**config.mk**
```make
export PLATFORM = sky130hd
export DESIGN_NAME = pulse_feature_unit
export DESIGN_NICKNAME = d
export VERILOG_FILES = /design/src/rtl/pfx_pkg.sv /design/src/rtl/pfx_timing.sv /design/src/rtl/pfx_slope.sv /design/src/rtl/pfx_integ.sv /design/src/rtl/pulse_feature_unit.sv
export SDC_FILE = /design/constraint.sdc
export NUM_CORES = 1
export LEC_CHECK = 0
export BUFFER_PORTS_ARGS = -buffer_cell sky130_fd_sc_hd__buf_2
export CORE_ASPECT_RATIO = 0.7
export CORE_MARGIN = 2
export CORE_UTILIZATION = 50
export CTS_CLUSTER_SIZE = 40
export DETAILED_ROUTE_END_ITERATION = 6
export MAX_ROUTING_LAYER = met4
export PLACE_DENSITY_LB_ADDON = 0.08
export SLEW_MARGIN = 20
export SYNTH_ARGS = -nofsm -noshare
export SYNTH_HDL_FRONTEND = slang
export SYNTH_SLANG_ARGS = --single-unit
```
**constraint.sdc**
```tcl
create_clock -name clk -period 7.15 [get_ports clk]
set_clock_uncertainty 0.2 [all_clocks]
set_input_delay 2.145 -clock clk [delete_from_list [all_inputs] [get_ports clk]]
set_output_delay 2.145 -clock clk [all_outputs]
set_load 0.01 [all_outputs]
```
**src/rtl/pfx_pkg.sv**
```systemverilog
package pfx_pkg;
  typedef enum logic [1:0] {
    SLOPE_NONE = 2'd0,
    SLOPE_UP   = 2'd1,
    SLOPE_DOWN = 2'd2
  } slope_e;
endpackage

```
**src/rtl/pfx_timing.sv**
```systemverilog
module pfx_timing #(
  parameter int W  = 12,
  parameter int CW = 11
) (
  input  logic                clk,
  input  logic                rst_n,
  input  logic                step,
  input  logic                first,
  input  logic signed [W-1:0] sample,
  input  logic signed [W-1:0] thr,
  input  logic [CW-1:0]       idx,
  output logic [CW-1:0]       tcross,
  output logic [CW-1:0]       tot,
  output logic                nohit,
  output logic                ovf
);
  logic          hit_q, run_q;
  logic [CW-1:0] tc_q, tot_q;
  logic          hit_p, run_p, hit_n, run_n, over;
  logic [CW-1:0] tc_p, tot_p, tc_n, tot_n;

  always_comb begin
    hit_p = first ? 1'b0 : hit_q;
    run_p = first ? 1'b0 : run_q;
    tc_p  = first ? '0 : tc_q;
    tot_p = first ? '0 : tot_q;
    over  = sample > thr;
    hit_n = hit_p;
    run_n = run_p;
    tc_n  = tc_p;
    tot_n = tot_p;
    if (!hit_p) begin
      if (over) begin
        hit_n = 1'b1;
        run_n = 1'b1;
        tc_n  = idx;
        tot_n = CW'(1);
      end
    end else if (run_p) begin
      if (over) begin
        if (tot_p != '1) tot_n = tot_p + CW'(1);
      end else begin
        run_n = 1'b0;
      end
    end
  end

  assign tcross = tc_n;
  assign tot    = tot_n;
  assign nohit  = !hit_n;
  assign ovf    = run_n;

  always_ff @(posedge clk or negedge rst_n) begin
    if (!rst_n) begin
      hit_q <= 1'b0;
      run_q <= 1'b0;
      tc_q  <= '0;
      tot_q <= '0;
    end else if (step) begin
      hit_q <= hit_n;
      run_q <= run_n;
      tc_q  <= tc_n;
      tot_q <= tot_n;
    end
  end
endmodule

```
**src/rtl/pfx_slope.sv**
```systemverilog
module pfx_slope
  import pfx_pkg::*;
#(
  parameter int W = 12
) (
  input  logic                clk,
  input  logic                rst_n,
  input  logic                step,
  input  logic                first,
  input  logic signed [W-1:0] sample,
  input  logic signed [W-1:0] thr,
  input  logic [W-1:0]        deadband,
  output logic                pileup
);
  logic signed [W-1:0] prev_q;
  slope_e              dir_q, dir_n;
  logic [1:0]          cnt_q, cnt_n;
  logic signed [W+1:0] diff, band;
  logic                rising, falling;

  always_comb begin
    diff    = $signed({{2{sample[W-1]}}, sample}) - $signed({{2{prev_q[W-1]}}, prev_q});
    band    = $signed({2'b00, deadband});
    rising  = diff > band;
    falling = diff < -band;
    if (first) begin
      dir_n = SLOPE_NONE;
      cnt_n = 2'd0;
    end else begin
      cnt_n = cnt_q;
      if (falling && dir_q == SLOPE_UP && prev_q > thr && cnt_q != 2'd3)
        cnt_n = cnt_q + 2'd1;
      if (rising)       dir_n = SLOPE_UP;
      else if (falling) dir_n = SLOPE_DOWN;
      else              dir_n = dir_q;
    end
  end

  assign pileup = cnt_n >= 2'd2;

  always_ff @(posedge clk or negedge rst_n) begin
    if (!rst_n) begin
      prev_q <= '0;
      dir_q  <= SLOPE_NONE;
      cnt_q  <= 2'd0;
    end else if (step) begin
      prev_q <= sample;
      dir_q  <= dir_n;
      cnt_q  <= cnt_n;
    end
  end
endmodule

```
**src/rtl/pfx_integ.sv**
```systemverilog
module pfx_integ #(
  parameter int W  = 12,
  parameter int CW = 11,
  parameter int AW = 23
) (
  input  logic                 clk,
  input  logic                 rst_n,
  input  logic                 step,
  input  logic                 first,
  input  logic signed [W-1:0]  sample,
  input  logic [CW-1:0]        idx,
  input  logic [CW-1:0]        win_start,
  input  logic [CW-1:0]        win_len,
  output logic signed [AW-1:0] charge
);
  logic signed [AW-1:0] acc_q, acc_p, addend;
  logic [CW:0]          win_end;
  logic                 in_win;

  always_comb begin
    win_end = {1'b0, win_start} + {1'b0, win_len};
    in_win  = ({1'b0, idx} >= {1'b0, win_start}) && ({1'b0, idx} < win_end);
    addend  = in_win ? {{(AW-W){sample[W-1]}}, sample} : '0;
    acc_p   = first ? '0 : acc_q;
    charge  = acc_p + addend;
  end

  always_ff @(posedge clk or negedge rst_n) begin
    if (!rst_n)    acc_q <= '0;
    else if (step) acc_q <= charge;
  end
endmodule

```
**src/rtl/pulse_feature_unit.sv**
```systemverilog
module pulse_feature_unit #(
  parameter  int W       = 12,
  parameter  int MAX_LEN = 1024,
  localparam int CW      = $clog2(MAX_LEN + 1),
  localparam int AW      = W + CW
) (
  input  logic                 clk,
  input  logic                 rst_n,
  input  logic                 in_valid,
  output logic                 in_ready,
  input  logic signed [W-1:0]  in_sample,
  input  logic                 in_last,
  input  logic signed [W-1:0]  cfg_thr,
  input  logic [W-1:0]         cfg_deadband,
  input  logic [CW-1:0]        cfg_win_start,
  input  logic [CW-1:0]        cfg_win_len,
  output logic                 res_valid,
  input  logic                 res_ready,
  output logic signed [AW-1:0] res_charge,
  output logic [CW-1:0]        res_tcross,
  output logic [CW-1:0]        res_tot,
  output logic                 res_pileup,
  output logic                 res_nohit,
  output logic                 res_ovf
);
  logic          fire, first_q;
  logic [CW-1:0] idx_q, idx_cur;
  logic signed [AW-1:0] charge_w;
  logic [CW-1:0] tcross_w, tot_w;
  logic          nohit_w, ovf_w, pileup_w;

  assign in_ready = !res_valid;
  assign fire     = in_valid && in_ready;
  assign idx_cur  = first_q ? '0 : ((idx_q == '1) ? idx_q : idx_q + CW'(1));

  always_ff @(posedge clk or negedge rst_n) begin
    if (!rst_n) begin
      first_q <= 1'b1;
      idx_q   <= '0;
    end else if (fire) begin
      first_q <= in_last;
      idx_q   <= idx_cur;
    end
  end

  pfx_timing #(.W(W), .CW(CW)) u_timing (
    .clk(clk), .rst_n(rst_n), .step(fire), .first(first_q),
    .sample(in_sample), .thr(cfg_thr), .idx(idx_cur),
    .tcross(tcross_w), .tot(tot_w), .nohit(nohit_w), .ovf(ovf_w)
  );

  pfx_slope #(.W(W)) u_slope (
    .clk(clk), .rst_n(rst_n), .step(fire), .first(first_q),
    .sample(in_sample), .thr(cfg_thr), .deadband(cfg_deadband),
    .pileup(pileup_w)
  );

  pfx_integ #(.W(W), .CW(CW), .AW(AW)) u_integ (
    .clk(clk), .rst_n(rst_n), .step(fire), .first(first_q),
    .sample(in_sample), .idx(idx_cur), .win_start(cfg_win_start),
    .win_len(cfg_win_len), .charge(charge_w)
  );

  always_ff @(posedge clk or negedge rst_n) begin
    if (!rst_n) begin
      res_valid  <= 1'b0;
      res_charge <= '0;
      res_tcross <= '0;
      res_tot    <= '0;
      res_pileup <= 1'b0;
      res_nohit  <= 1'b0;
      res_ovf    <= 1'b0;
    end else if (fire && in_last) begin
      res_valid  <= 1'b1;
      res_charge <= charge_w;
      res_tcross <= tcross_w;
      res_tot    <= tot_w;
      res_pileup <= pileup_w;
      res_nohit  <= nohit_w;
      res_ovf    <= ovf_w;
    end else if (res_ready) begin
      res_valid  <= 1'b0;
    end
  end
endmodule

```
==> impl_metrics.tcl <==
set metrics [dict create \
    path_class "input pin to register" \
    required_ps 7250 \
    synth_cell_types 68 \
    yosys.area.top_type "dfrtp_1" \
    p_switching_mw 0.922 \
    internal_power_mw 1.59 \
    setup_viol 9 \
    violations "setup timing" \
    vias 8731 \
    clkLatencyLatePin_ps 420 \
    path_buf_inv 11 \
    dp_hpwl_um 18000 \
    cap_violations 0 \
    die_height_um 119 \
    mostFrequentLayoutCells "158 x nand2_1, 123 x dfrtp_1, 109 x buf_2" \
    cts_max_level 4 \
    p_sw_frac 0.368 \
    fin_area_um2 11700 \
    cp_slowest_cell "fa_2" \
    final_util 0.643 \
    relSlewSlack 0.337 \
    worstPathArrival_ps 7400 \
    grt_pass1_wl_um 41400 \
    rsz0062_at_grt "true" \
    finalWirelength_um 25300 \
    synthCells 1125 \
    cts_root_buf "clkbuf_16" \
    die_area_um2 20000 \
    antennaDiodeCount 0 \
    power_mw 2.51 \
    finalMaxSlewViolations 0 \
    vdd.ir_drop.worst_mv 0.135 \
    cts-buffers-inserted 17 \
    first_pass_iters 7 \
    cp-end-kind "register" \
    vias_per_cell 5.62 \
    seq_power_share 0.350 \
    grt_antenna_before_repair 0 \
    min_path_type "register to register" \
    final_common_cell "nand2_1" \
    crit_fanout 6 \
    grt_max_degree 59 \
    finalSetupTns_ps -505 \
    start_util 0.517 \
    period_share 1.02 \
    drive_gt1_frac 0.233 \
    crit_top_cell "buf_4" \
    cts.sinks 124 \
    status "finished with violations" \
    syn2layout_area_growth_pct 24.4 \
    overflow 0 \
    clockPowerShare 0.329 \
    fp.dieW_um 168 \
    power_leakage_nw 5.79 \
    timing.hold.ws_ps 266 \
    hold_violations 0 \
    syn_area_per_cell_um2 8.39 \
    fillers 1621 \
    cts_tree "built" \
    synth-edff-count 0 \
    p_comb_frac 0.322 \
    clkSlewWorstSetupHoldPaths_ps 60 \
    netlist_top_cells_area "dfrtp_1 33%, ha_1 16%, nand2_1 6.4%, o21ai_0 6.3%, a21oi_1 3.4%" \
    numPortBuffers 112 \
    slowest_delay_ps 360 \
    start_kind "input pin" \
    async_reset_ff_frac 1.00 \
    synth_top_area_share 0.326 \
    first_global_vias 8253 \
    num_io_pins 113 \
    core_um2 18300 \
    grt_usage 0.262 \
    rows 41 \
    dpl_cell_area_um2 10800 \
    wl_per_cell_um 16.3 \
    critical-path-top-delay-family "compound AO/OA/AOI/OAI gates" \
    timing.fmax_mhz 137 \
    yosysWarnings 0 \
    fin_cells 1554 \
    drt_iter0_drc 577 \
    final_nets 1490 \
    postRouteAntennaNets 0 \
    gp_routability_congestion 0.912 \
    syn-cell-area_um2 9440 \
    ys_ff_latch 124 \
    place_ws_ps -730 \
    worst_pin_slew_ps 991 \
    seq_area_frac_synth 0.329 \
    synthFlopType "dfrtp_1" \
    worst_slack_ps -150 \
    place_inst 1507 \
    drc 0 \
    final.min_clock_period_ps 7300 \
    syn_nets 1310 \
    clk_path_buf_depth 2 \
    power_density_nw_per_um2 214 \
]
state kept, by name, indices dropped and copies added (netlist names), 2 cells and up:
signal          cells
idx_q              11
res_charge         23
res_tcross         11
res_tot            11
u_integ.acc_q      23
u_slope.cnt_q       2
u_slope.dir_q       2
u_slope.prev_q     12
u_timing.tc_q      11
u_timing.tot_q     11
cell usage after synthesis, types with 16 or more instances:
master / n
nor2b_1: 42
ha_1: 119
dfrtp_1: 123
xor2_1: 21
inv_1: 79
o21ai_0: 119
nand2_1: 161
nand2b_1: 16
a21oi_1: 65
clkbuf_1: 32
nor2_1: 70
xnor2_1: 32
nand4_1: 17
nand3_1: 27
a21o_1: 17
per-layer routing:
metal / track usage / routed length [um] / vias to the layer above
li1: - / - / 4332
met1: 0.381 / 13000 / 4150
met2: 0.390 / 10900 / 223
met3: 0.0366 / 1090 / 26
met4: 0.0603 / 342 / 0
met5: - / 0 / -
worst reg2reg max path: cells and delay by family, from the launching register on:
kind / cells / cell delay [ps]
compound gates: 13 / 2250
xor+xnor: 2 / 380
fa+ha+maj: 4 / 1010
buf+inv: 4 / 590
flops: 1 / 420
simple gates: 6 / 1260
area by class of cell:
cell class | instances | area, um^2 | area share
clock buffer | 17 | 425 | 0.0362
sequential | 124 | 3100 | 0.264
tap | 236 | 295 | 0.0252
timing repair buffer | 200 | 1250 | 0.107
clock inverter | 15 | 128 | 0.0109
multi-input combinational | 883 | 6240 | 0.531
inverter | 79 | 297 | 0.0253
power groups by stage:
stage	clock [mW]	sequential, mW	combinational [mW]
2_1_floorplan	0	0.874	0.527
3_3_place_gp	0	0.883	0.766
5_1_grt	0.863	0.885	0.920
6_report	0.824	0.877	0.807
3_5_place_dp	0	0.883	0.781
4_1_cts	0.835	0.873	0.796
worst paths after layout:
kind	from	end	slack, ps	depth (start not counted)
worst max-delay path	cfg_win_start[0]	u_integ.acc_q[22]	-150	35
worst min-delay path	u_integ.acc_q[4]	u_integ.acc_q[4]	270	2
worst max register to register	idx_q[0]	u_integ.acc_q[22]	880	29
worst min register to register	u_integ.acc_q[4]	u_integ.acc_q[4]	270	2
max in group asynchronous	rst_n	u_timing.tot_q[2]	4270	2
min in group asynchronous	rst_n	u_slope.prev_q[3]	1430	1
cell families after synthesis:
| logic type | share of synthesized area |
|---|---|
| compound gates | 0.200 |
| simple gates | 0.204 |
| fa+ha+maj | 0.164 |
| xor+xnor | 0.0509 |
| mux | 0.00451 |
| buf+inv | 0.0477 |
| flops | 0.329 |
repair_timing:
action / in CTS / in global routing
setup endpoints to repair: 17 / 30
setup buffers: 10 / 6
gates cloned: 1 / 0
hold buffers: 0 / 0
pin swaps: 11 / 27
gates resized for setup: 37 / 43
No activity file was read; power rests on OpenSTA's default activity.
